==> config.mk <==
export PLATFORM = sky130hd
export DESIGN_NAME = i2c_status_flags
export DESIGN_NICKNAME = d
export VERILOG_FILES = /design/src/rtl/i2cflag_pkg.sv /design/src/rtl/i2cflag_ctl.sv /design/src/rtl/i2cflag_dp.sv /design/src/rtl/i2c_status_flags.sv
export SDC_FILE = /design/constraint.sdc
export NUM_CORES = 1
export LEC_CHECK = 0
export ABC_CLOCK_PERIOD_IN_PS = 1400
export CAP_MARGIN = 0
export CORE_MARGIN = 2
export CORE_UTILIZATION = 32
export DETAILED_ROUTE_END_ITERATION = 8
export HOLD_SLACK_MARGIN = 0.15
export PLACE_DENSITY = 0.95
export SETUP_SLACK_MARGIN = 0.05
export SLEW_MARGIN = 0
export SYNTH_ARGS = -nofsm -noshare
export SYNTH_HDL_FRONTEND = slang
export SYNTH_SLANG_ARGS = --single-unit
==> constraint.sdc <==
create_clock -name clk -period 1.4 [get_ports clk]
set_input_delay 0.28 -clock clk [delete_from_list [all_inputs] [get_ports clk]]
set_output_delay 0.28 -clock clk [all_outputs]
set_load 0.005 [all_outputs]
==> src/rtl/i2cflag_pkg.sv <==
package i2cflag_pkg;
  localparam int REG_W    = 8;
  localparam int ADDR_W   = 7;
  localparam int GEN_BIT  = 0;
  localparam int XFER_BIT = 1;
  localparam int AAS_BIT  = 2;
  localparam int EN_BIT   = 7;
  localparam int NFLAGS   = 3;

  typedef struct packed {
    logic clrGen;
    logic clrXfer;
    logic clrAas;
    logic enWr;
    logic enVal;
  } flagCtl_t;
endpackage

==> src/rtl/i2cflag_ctl.sv <==
module i2cflag_ctl
  import i2cflag_pkg::*;
(
  input  logic              clk,
  input  logic              rst_n,
  input  logic              cpuRd,
  input  logic              cpuWr,
  input  logic [REG_W-1:0]  cpuWdata,
  input  logic [NFLAGS-1:0] flagsNow,
  output flagCtl_t          ctl
);
  localparam int FLAG_POS [NFLAGS] = '{GEN_BIT, XFER_BIT, AAS_BIT};

  logic [NFLAGS-1:0] armed;
  logic [NFLAGS-1:0] clrReq;

  // one observed-as-1 latch per flag
  for (genvar g = 0; g < NFLAGS; g++) begin : gArm
    always_ff @(posedge clk) begin
      if (!rst_n)     armed[g] <= 1'b0;
      else if (cpuWr) armed[g] <= 1'b0;
      else if (cpuRd && flagsNow[g]) armed[g] <= 1'b1;
    end
    assign clrReq[g] = cpuWr && armed[g] && !cpuWdata[FLAG_POS[g]];
  end

  always_comb begin
    ctl.clrGen  = clrReq[0];
    ctl.clrXfer = clrReq[1];
    ctl.clrAas  = clrReq[2];
    ctl.enWr    = cpuWr;
    ctl.enVal   = cpuWdata[EN_BIT];
  end

  // a clear strobe needs a read of that flag as 1 at some earlier cycle
  assert_clear_after_read_R3: assert property (@(posedge clk) disable iff (!rst_n)
    ctl.clrGen |-> armed[0] && $past(!cpuWr || cpuRd));
  assert_write_disarms_R10: assert property (@(posedge clk) disable iff (!rst_n)
    (cpuWr && !cpuRd) |=> !(ctl.clrGen || ctl.clrXfer || ctl.clrAas));
endmodule

==> src/rtl/i2cflag_dp.sv <==
module i2cflag_dp
  import i2cflag_pkg::*;
(
  input  logic              clk,
  input  logic              rst_n,
  input  logic              startDet,
  input  logic              addrDone,
  input  logic [ADDR_W-1:0] addrByte,
  input  logic              txEmptySet,
  input  logic              rxFullSet,
  input  logic              isMaster,
  input  logic              fmtSel,
  input  logic [ADDR_W-1:0] secondAddr,
  input  flagCtl_t          ctl,
  output logic              genFlag,
  output logic              xferFlag,
  output logic              aasFlag,
  output logic              irqEn
);
  logic firstPending;
  logic aasSet;
  logic xferSet;

  always_ff @(posedge clk) begin
    if (!rst_n)        firstPending <= 1'b0;
    else if (startDet) firstPending <= 1'b1;
    else if (addrDone) firstPending <= 1'b0;
  end

  assign aasSet  = addrDone && firstPending && !isMaster && !fmtSel
                   && (addrByte == secondAddr);
  assign xferSet = (txEmptySet || rxFullSet) && (isMaster || aasFlag);

  always_ff @(posedge clk) begin
    if (!rst_n) begin
      aasFlag  <= 1'b0;
      xferFlag <= 1'b0;
      genFlag  <= 1'b0;
      irqEn    <= 1'b0;
    end else begin
      if (aasSet) aasFlag <= 1'b1;
      else if (startDet || isMaster || ctl.clrAas) aasFlag <= 1'b0;

      if (xferSet) xferFlag <= 1'b1;
      else if (ctl.clrXfer || ctl.clrGen) xferFlag <= 1'b0;

      if (xferSet) genFlag <= 1'b1;
      else if (ctl.clrGen) genFlag <= 1'b0;

      if (ctl.enWr) irqEn <= ctl.enVal;
    end
  end

  assert_aas_on_match_R1: assert property (@(posedge clk) disable iff (!rst_n)
    $rose(aasFlag) |-> $past(addrDone && !isMaster && !fmtSel && addrByte == secondAddr));
  assert_master_clears_R2: assert property (@(posedge clk) disable iff (!rst_n)
    isMaster |=> !aasFlag);
  assert_start_clears_R2: assert property (@(posedge clk) disable iff (!rst_n)
    (startDet && !addrDone) |=> !aasFlag);
  assert_gen_with_xfer_R6: assert property (@(posedge clk) disable iff (!rst_n)
    $rose(xferFlag) |-> genFlag);
  assert_xfer_implies_gen_R7: assert property (@(posedge clk) disable iff (!rst_n)
    xferFlag |-> genFlag);
  assert_no_sw_set_R12: assert property (@(posedge clk) disable iff (!rst_n)
    $rose(genFlag) |-> $past(txEmptySet || rxFullSet));
endmodule

==> src/rtl/i2c_status_flags.sv <==
module i2c_status_flags
  import i2cflag_pkg::*;
(
  input  logic              clk,
  input  logic              rst_n,
  input  logic              startDet,
  input  logic              addrDone,
  input  logic [ADDR_W-1:0] addrByte,
  input  logic              txEmptySet,
  input  logic              rxFullSet,
  input  logic              isMaster,
  input  logic              fmtSel,
  input  logic [ADDR_W-1:0] secondAddr,
  input  logic              cpuRd,
  input  logic              cpuWr,
  input  logic [REG_W-1:0]  cpuWdata,
  output logic [REG_W-1:0]  cpuRdata,
  output logic              irq
);
  flagCtl_t ctl;
  logic genFlag, xferFlag, aasFlag, irqEn;

  i2cflag_ctl u_ctl (
    .clk      (clk),
    .rst_n    (rst_n),
    .cpuRd    (cpuRd),
    .cpuWr    (cpuWr),
    .cpuWdata (cpuWdata),
    .flagsNow ({aasFlag, xferFlag, genFlag}),
    .ctl      (ctl)
  );

  i2cflag_dp u_dp (
    .clk        (clk),
    .rst_n      (rst_n),
    .startDet   (startDet),
    .addrDone   (addrDone),
    .addrByte   (addrByte),
    .txEmptySet (txEmptySet),
    .rxFullSet  (rxFullSet),
    .isMaster   (isMaster),
    .fmtSel     (fmtSel),
    .secondAddr (secondAddr),
    .ctl        (ctl),
    .genFlag    (genFlag),
    .xferFlag   (xferFlag),
    .aasFlag    (aasFlag),
    .irqEn      (irqEn)
  );

  always_comb begin
    cpuRdata           = '0;
    cpuRdata[GEN_BIT]  = genFlag;
    cpuRdata[XFER_BIT] = xferFlag;
    cpuRdata[AAS_BIT]  = aasFlag;
    cpuRdata[EN_BIT]   = irqEn;
  end

  assign irq = genFlag && irqEn;

  assert_gen_fall_needs_write_R3: assert property (@(posedge clk) disable iff (!rst_n)
    $fell(genFlag) |-> $past(cpuWr && !cpuWdata[GEN_BIT]));
  assert_set_wins_R9: assert property (@(posedge clk) disable iff (!rst_n)
    (txEmptySet && isMaster) |=> genFlag && xferFlag);
endmodule

; After elaboration in Yosys (flattened, before gate mapping)
; Index checks and enable logic that the tools add are counted.
[word_totals]
reg_bits = 8
elab_cells = 48
[op_classes]
reduce_logical = 30
eq_ne = 1
n_bitwise = 1
mux = 8
[ops]
columns = cell, count
row1 = logical AND 1 bit, 15
row2 = 2-to-1 mux 1 bit, 8
row3 = nonzero test 2 bit, 4
row4 = == test 7 bit, 1
row5 = zero test 1 bit, 5
row6 = logical OR 1 bit, 5
row7 = OR reduction 2 bit, 1
row8 = inverter 1 bit, 1

; Longest topological paths before layout
; Gate-level depths: netlist of the first run.
[logic_depth]
word_depth = 5
depth_mapped = 4
depth_no_buf = 4

; Cells and area by module
; Synthesis of the first run repeated with hierarchy kept, for this count alone.
[unflattened]
cells_unflattened = 55
area_unflattened_um2 = 490.5
[modules_own_cells]
columns = mod, seq_area_each_um2, cells_per_inst, area_each_um2, instances
row1 = i2cflag_dp, 100.1, 28, 272.8, 1
row2 = i2cflag_ctl, 60.1, 17, 147.6, 1
row3 = i2c_status_flags, 0.0, 10, 70.1, 1

; Least setup slack after synthesis of the first run
; OpenSTA, ideal clock, no wires.
[synth_timing]
path_type = in2reg
startpoint = input secondAddr[0]
endpoint = register u_dp.aasFlag
t_arrival_ns = 0.906
path_slack_ns = 0.424
path_stages = 4
cell_sequence = xor2_1 nor4_1 nand4_1 a21boi_1
[synth_between]
elab_chain_len = 3
elab_cells_between_ends = 4
cone_classes = eq/ne: 1 / mux: 1 / reduce/logical: 2
[synth_lines]
columns = element, line_no
row1 = start: declaration, i2c_status_flags.sv:13  ; input logic [ADDR_W-1:0] secondAddr,
row2 = == test 7 bit *, i2cflag_dp.sv:31  ; && (addrByte == secondAddr);
row3 = logical AND 1 bit *, i2cflag_dp.sv:31
row4 = 2-to-1 mux 1 bit / nonzero test 2 bit (equally long branches), n/a
row5 = end signal: assignment, i2cflag_dp.sv:36  ; aasFlag <= 1'b0;
row6 = end signal: assignment, i2cflag_dp.sv:41  ; if (aasSet) aasFlag <= 1'b1;
row7 = end signal: assignment, i2cflag_dp.sv:42  ; else if (startDet || isMaster || ctl.clrAas) aasFlag <= 1'b0;
row8 = end: declaration, i2cflag_dp.sv:17  ; output logic aasFlag,
; Every way passes the cells marked *; elsewhere a longest branch is shown, timed or not.
; A chain may end at the register's enable or synchronous reset.

; Worst setup path after layout of the first run
[layout_timing]
startpoint = register u_dp.irqEn
endpoint = output irq
[layout_between]
elab_chain_len = 1
[layout_lines]
columns = element, line_no
row1 = start: declaration, i2cflag_dp.sv:18  ; output logic irqEn
row2 = start signal: assignment, i2cflag_dp.sv:50  ; if (ctl.enWr) irqEn <= ctl.enVal;
row3 = logical AND 1 bit, i2c_status_flags.sv:59  ; assign irq = genFlag && irqEn;
row4 = end: declaration, i2c_status_flags.sv:18  ; output logic irq
; No other way between the ends.

==> summary.txt, run 1 <==
Timing
  – Number of setup violations in the final report: 0
  – Post-Route Hold Slack: 0.4616 ns
  – Setup TNS Final: 0 ns
  – Unrepaired setup endpoints after global routing: false
  – Final count of pins violating max slew: 0
  – Shortest period the worst path allows: 1.245 ns
  – Slack of the critical path: around 0.15 ns
  – Share of the cycle needed by the critical path after routing: between 80% and 90%
  – Skew final: approximately 0.00038 ns
  – Fmax: between 800 and 900 MHz
  – Final hold vios: 0

GRT
  – Wire length of the first global-routing pass: 1966 um
  – Maximum number of pins on one net before global-route repair: 7
  – Total overflow reported by the global router: 0
  – Antenna violations before repair: 0
  – Overall Global Routing Usage: between 10% and 20%
  – Vias in the first global route: between 400 and 500

Floorplanning
  – Total Die Area: about 1700 um^2
  – Core outline area: roughly 1300 um^2
  – I/O pin count: between 40 and 50
  – Standard-cell rows: 13
  – Die Width: 41.73 um
  – Die boundary height: approximately 42 um
  – Effective utilization at floorplan: approximately a third

Routing
  – DR vias: approximately 440
  – Total detailed-routing wirelength: between 1000 and 1500 um
  – Residual DRC count: 0
  – Initial drt markers: 2
  – Per-cell via count in the routed design: 4.465
  – Antenna Nets Post-Route: 0
  – Routed WL per cell: roughly 11 um
  – Pre-antenna DRT Iters: 3

Yosys
  – Cell taking the most area after synthesis: sky130_fd_sc_hd__dfxtp_1
  – Post-synthesis cell count: 53
  – Number of register bits inferred by synthesis: 8
  – Largest cells by area after synthesis: sky130_fd_sc_hd__dfxtp_1 35%, sky130_fd_sc_hd__buf_4 13%, sky130_fd_sc_hd__xor2_1 9.6%
  – Cell variety after synth: 21
  – Area of the mapped netlist: about 460 um^2
  – Part of the Yosys area used for sequential elements: a little over a third
  – Portion of synthesized cell area occupied by the leading cell type: a little over a third
  – Synth warn: 0
  – Mapped Avg Cell Area: between 8 and 9 um^2

Flow run
  – Maximum Capacitance Violations: 0

Setup path
  – Crit path capture type: output port
  – Category of the critical setup timing path: reg2out
  – Startpoint Class: flip-flop
  – Data required time at the worst endpoint: 1.12 ns
  – Critical Path Fanout Max: 3
  – Data arrival, critical path: just under 1 ns

Placement
  – Last weighted congestion value of the routability-driven placer: between 0.7 and 0.8
  – Post-DP HPWL: approximately 980 um
  – Post-Place Worst Slack: -0.09145 ns
  – Number of buffers inserted by port buffering: 32
  – Placed cell areas: around 750 um^2

Pwr
  – Total power after layout: 559.6 uW
  – Cell internal power dissipation: between 400 and 500 uW
  – Psw: around 130 uW
  – Part of the total power dissipated in the clock network: a little under a third
  – Share of total power in sequential cells: between 40 and 50%
  – Worst IR drop on VDD: between 0.0005 and 0.0006 V
  – Switching Share: about 22%
  – Areal power density over the cells: roughly 720 nW/um^2
  – Leakage power: ~0.31 nW
  – Logic pwr share: about a quarter

Clock network
  – Number of buffers created by CTS: 3
  – Clock tree root buffer cell: sky130_fd_sc_hd__clkbuf_4
  – Number of sinks on the clock net: 8
  – CTS tree: done
  – Clock insertion delay at the later pin of the skew report: 0.25 ns
  – Clock-pin slew on the worst setup and hold paths: 0.05 ns
  – H-Tree Depth: 1
  – Clk buf depth: 2

Min path
  – Worst Hold Class: reg2reg

Cells and area
  – Area growth from synthesis to final layout: 70.05%
  – Commonest non-fill, non-tap cell in the layout: sky130_fd_sc_hd__clkdlybuf4s50_1
  – Finished layout cell area: 774.5 um^2
  – Layout cells sized above 1: 10.71%
  – Commonest non-fill, non-tap cells in the layout: 27 x sky130_fd_sc_hd__clkdlybuf4s50_1, 5 x sky130_fd_sc_hd__nand2_1, 5 x sky130_fd_sc_hd__xor2_1, 5 x sky130_fd_sc_hd__dlygate4sd2_1
  – Number of antenna diodes: 0
  – Nets: 118

Outcome
  – Outcome: completed
## registers in the layout, summed over array words and instances (netlist names)
signal	flops
u_dp.aasFlag	1
u_ctl.armed	3
u_dp.irqEn	1
u_dp.genFlag	1
u_dp.firstPending	1
u_dp.xferFlag	1
## stage by stage
stage / std cells / util (%)
after floorplan: 56 / -
final: 99 / 58.78
after global placement: 95 / 56.60
after global routing: 99 / 58.78
after detailed placement: 95 / 56.60
after CTS: 99 / 58.78
## what timing repair did
action	in CTS	in global routing
hold buffers	0	0
gates resized for setup	9	0
endpoints found under the setup margin	5	0
setup buffers	1	0
## logic make-up after synthesis
family,after synthesis,share of synthesized area [%]
AOI/OAI and AO/OA,10,14.01
xor gates and xnor gates,7,13.46
buffers and inverters,8,13.19
DFF,8,35.16
muxes,1,2.198
other,1,0.8234
and+or+nand+nor,18,21.16
## synth_stat cells
library cell	instances
sky130_fd_sc_hd__xnor2_1	2
sky130_fd_sc_hd__o21a_1	1
sky130_fd_sc_hd__nor2_1	4
sky130_fd_sc_hd__and2_1	1
sky130_fd_sc_hd__buf_4	8
sky130_fd_sc_hd__nand2b_1	1
sky130_fd_sc_hd__nor2b_1	4
sky130_fd_sc_hd__mux2i_1	1
sky130_fd_sc_hd__dfxtp_1	8
sky130_fd_sc_hd__conb_1	1
sky130_fd_sc_hd__o211ai_1	1
sky130_fd_sc_hd__o21ai_1	1
sky130_fd_sc_hd__a21boi_1	1
sky130_fd_sc_hd__nor4_1	1
sky130_fd_sc_hd__a21oi_1	3
sky130_fd_sc_hd__xor2_1	5
sky130_fd_sc_hd__nor4_2	1
sky130_fd_sc_hd__nand2_1	5
sky130_fd_sc_hd__nand4_1	1
sky130_fd_sc_hd__o22ai_1	1
sky130_fd_sc_hd__a21boi_0	2
## cell type report
class	count	area, um^2
Tap cell	15	18.77
Timing Repair Buffer	33	321.6
Clock buffer	3	22.52
Fill cell	119	543.0
Multi-Input combinational cell	40	246.5
Sequential cell	8	165.2
## path summary, 6_finish.rpt
kind                                   from                          end  slack, ns  depth (start not counted)
max                 u_dp.irqEn$_SDFFE_PN0P_                          irq       0.15                          2
min             u_ctl.armed[1]$_SDFFE_PP0P_  u_ctl.armed[1]$_SDFFE_PP0P_       0.46                          2
max reg2reg  u_dp.firstPending$_SDFFE_PN0P_    u_dp.aasFlag$_SDFFE_PN0P_       0.43                          4
min reg2reg     u_ctl.armed[1]$_SDFFE_PP0P_  u_ctl.armed[1]$_SDFFE_PP0P_       0.46                          2
## power by group through the flow
stage | Sequential [mW] | Clock, mW | Combinational [mW]
after floorplan | 0.247 | 0 | 0.0540
after global placement | 0.248 | 0 | 0.137
after detailed placement | 0.249 | 0 | 0.141
after CTS | 0.245 | 0.178 | 0.140
after global routing | 0.246 | 0.196 | 0.150
final | 0.245 | 0.176 | 0.139
## worst max-delay path, cell delays in order (launching register included)
cell and delay [ns]:
sky130_fd_sc_hd__dfxtp_2 0.32, sky130_fd_sc_hd__and2_1 0.14, sky130_fd_sc_hd__dlygate4sd2_1 0.25
## routing by layer
layer	vias up	routed length, um	track usage (%)
met5	-	0	0
met3	2	76	8.261
met2	17	632	27.19
li1	232	-	-
met1	191	397	13.46
met4	0	12	6.452
(Power assumes the default switching activity.)
==> run 2, diff against run 1 <==
--- a/config.mk
+++ b/config.mk
@@ -7,7 +7,7 @@
 export LEC_CHECK = 0
 export ABC_CLOCK_PERIOD_IN_PS = 1400
 export CAP_MARGIN = 0
-export CORE_MARGIN = 2
+export CORE_MARGIN = 8
 export CORE_UTILIZATION = 32
 export DETAILED_ROUTE_END_ITERATION = 8
 export HOLD_SLACK_MARGIN = 0.15
==> run 2 against run 1 <==
Worst setup slack improved by 0.0035 ns. Critical path depth did not move. Clock skew rose by 0.0017 ns. Non-clock buffer count fell by 1. Core utilization fell by 0.66 points. Register-to-register slack improved by 0.03 ns. Sequential power barely moved. Sequential cell count did not move. First-iteration DRC count rose by 100%. Global-route usage fell by 5.1 points. Sequential share of layout area rose by 0.081 points. Critical path type unchanged.
==> summary.txt, run 2 (synthesized netlist as in run 1, its figures left out) <==
Cells and area
  – Layout cells sized above 1: 8.434% (-2.3 points)
  – Register Area: 163.9 um^2 (-0.76%)
  – Post-layout utilization of the core: 58.12% (-0.66 points)
  – Number of antenna diodes: 0 (unchanged)
  – Final std cells w/o fill: 98 (-1.0%)
  – Area used by multi-input combinational logic: 246.5 um^2 (unchanged)
  – Finished layout cell area: 765.7 um^2 (-1.1%)
  – Biggest register: u_ctl.armed
  – Commonest non-fill, non-tap cell in the layout: sky130_fd_sc_hd__clkdlybuf4s50_1
  – Commonest non-fill, non-tap cells in the layout: 27 x sky130_fd_sc_hd__clkdlybuf4s50_1, 5 x sky130_fd_sc_hd__nand2_1, 5 x sky130_fd_sc_hd__xor2_1, 5 x sky130_fd_sc_hd__dlygate4sd2_1, 5 x sky130_fd_sc_hd__dfxtp_1
  – Nets: 117 (-0.85%)
  – Number of filler cells placed in the layout: 129 (+8.4%)
  – Largest register FFs: 3 (unchanged)
  – Area growth from synthesis to final layout: 68.13%

Placement
  – Last weighted congestion value of the routability-driven placer: 0.6997 (-0.23%)
  – Placed cell areas: 745.7 um^2 (unchanged)
  – Count of placed standard cells including taps: 95 (unchanged)
  – Post-DP HPWL: 1208 um (+23%)
  – Post-Place Worst Slack: -0.09687 ns (-0.005414 ns)
  – Number of buffers inserted by port buffering: 32 (unchanged)

Setup path
  – Startpoint Class: flip-flop
  – Crit path capture type: output port
  – Category of the critical setup timing path: reg2out
  – Data arrival, critical path: 0.96 ns (about the same)
  – Critical Path Fanout Max: 3 (unchanged)
  – Data required time at the worst endpoint: 1.12 ns (about the same)

Floorplanning
  – Die boundary height: 53.73 um (+29%)
  – Core outline area: 1318 um^2 (unchanged)
  – Total Die Area: 2886 um^2 (+66%)
  – Effective utilization at floorplan: 34.57% (unchanged)
  – I/O pin count: 41 (unchanged)
  – Die Width: 53.73 um (+29%)
  – Standard-cell rows: 13 (unchanged)

Pwr
  – Areal power density over the cells: 722.4 nW/um^2 (about the same)
  – Worst IR drop on VDD: 0.0004437 V (-12%)
  – Leakage power: 0.3082 nW (-1.8%)
  – Share of total power in sequential cells: 44.4% (+0.7 points)
  – Switching Share: 22.05% (-0.43 points)
  – Part of the total power dissipated in the clock network: 31.0% (-0.5 points)
  – Total power after layout: 553.2 uW (-1.1%)
  – Logic pwr share: 24.6% (-0.2 points)
  – Cell internal power dissipation: 431.2 uW (-0.60%)
  – Psw: 122.0 uW (-3.0%)

Clock network
  – Resized cells post-CTS: 8 (-1)
  – Clock-pin slew on the worst setup and hold paths: 0.05 ns (about the same)
  – Setup bufs post-CTS: 0 (-1)
  – Clock insertion delay at the later pin of the skew report: 0.25 ns (about the same)
  – CTS hold repair buffers: 0 (unchanged)
  – Clock tree root buffer cell: sky130_fd_sc_hd__clkbuf_4
  – Number of buffers created by CTS: 3 (unchanged)
  – Number of sinks on the clock net: 8 (unchanged)
  – Clk buf depth: 2 (unchanged)
  – CTS tree: done
  – H-Tree Depth: 1 (unchanged)

GRT
  – Overall Global Routing Usage: 9.868% (-5.1 points)
  – Vias in the first global route: 472 (+0.43%)
  – Maximum number of pins on one net before global-route repair: 7 (unchanged)
  – Antenna violations before repair: 0 (unchanged)
  – Wire length of the first global-routing pass: 2021 um (+2.8%)
  – Total overflow reported by the global router: 0 (unchanged)

Routing
  – Routed WL per cell: 13.56 um (+20%)
  – Total detailed-routing wirelength: 1329 um (+19%)
  – Pre-antenna DRT Iters: 4 (+1)
  – Antenna Nets Post-Route: 0 (unchanged)
  – Per-cell via count in the routed design: 4.510 (+1.0%)
  – DR vias: 442 (unchanged)
  – Residual DRC count: 0 (unchanged)
  – Initial drt markers: 4 (+2)

Timing
  – Number of setup violations in the final report: 0 (unchanged)
  – Setup TNS Final: 0 ns (unchanged)
  – Final hold vios: 0 (unchanged)
  – Share of the cycle needed by the critical path after routing: 88.69% (-0.25 points)
  – Shortest period the worst path allows: 1.242 ns (-0.003450 ns)
  – Post-Route Hold Slack: 0.4612 ns (-0.0004010 ns)
  – Slack of the critical path: 0.1584 ns (+0.003450 ns)
  – Fmax: 805.4 MHz (+0.28%)
  – Final count of pins violating max slew: 0 (unchanged)
  – Unrepaired setup endpoints after global routing: false
  – Skew final: 0.002120 ns (+0.001740 ns)

Min path
  – Worst Hold Class: reg2reg

Flow run
  – Maximum Capacitance Violations: 0 (unchanged)

Outcome
  – Outcome: completed
-- run 2: power by group through the flow --
stage	registers, mW	clock network [mW]	logic [mW]
after floorplan	0.247	0	0.0540
after global placement	0.248	0	0.137
after detailed placement	0.250	0	0.142
after CTS	0.246	0.182	0.137
after global routing	0.247	0.195	0.146
final	0.246	0.171	0.136
-- run 2: path summary, 6_finish.rpt --
kind | start | endpoint | slack, ns | cells after the start
hold / removal | u_ctl.armed[1]$_SDFFE_PP0P_ | u_ctl.armed[1]$_SDFFE_PP0P_ | 0.46 | 2
setup / recovery | u_dp.irqEn$_SDFFE_PN0P_ | irq | 0.16 | 2
hold reg to reg | u_ctl.armed[1]$_SDFFE_PP0P_ | u_ctl.armed[1]$_SDFFE_PP0P_ | 0.46 | 2
setup reg to reg | u_dp.firstPending$_SDFFE_PN0P_ | u_dp.aasFlag$_SDFFE_PN0P_ | 0.46 | 4
-- run 2: area by class of cell --
cell class / instances / share of cell area (%)
Timing Repair Buffer: 32 / 41.01
Sequential cell: 8 / 21.41
Clock buffer: 3 / 2.941
Multi-Input combinational cell: 40 / 32.19
Tap cell: 15 / 2.451
-- run 2: layer usage --
layer | track usage (%) | vias to the layer above | part of all wire, %
met5 | 0 | - | 0
met4 | 2.521 | 0 | 0.53
met3 | 6.336 | 2 | 11
met2 | 19.11 | 17 | 59
met1 | 7.956 | 197 | 29
li1 | - | 226 | -
-- run 2: worst max-delay path, stage by stage, from the launching register on --
cell	delay, ns
sky130_fd_sc_hd__dfxtp_2	0.32
sky130_fd_sc_hd__and2_1	0.14
sky130_fd_sc_hd__dlygate4sd2_1	0.26
==> run 3, diff against run 2 <==
--- a/config.mk
+++ b/config.mk
@@ -9,6 +9,7 @@
 export CAP_MARGIN = 0
 export CORE_MARGIN = 8
 export CORE_UTILIZATION = 32
+export CTS_CLUSTER_SIZE = 16
 export DETAILED_ROUTE_END_ITERATION = 8
 export HOLD_SLACK_MARGIN = 0.15
 export PLACE_DENSITY = 0.95
==> results of run 3 <==
The final DEF is identical to that of run 2; final timing and power are the same.
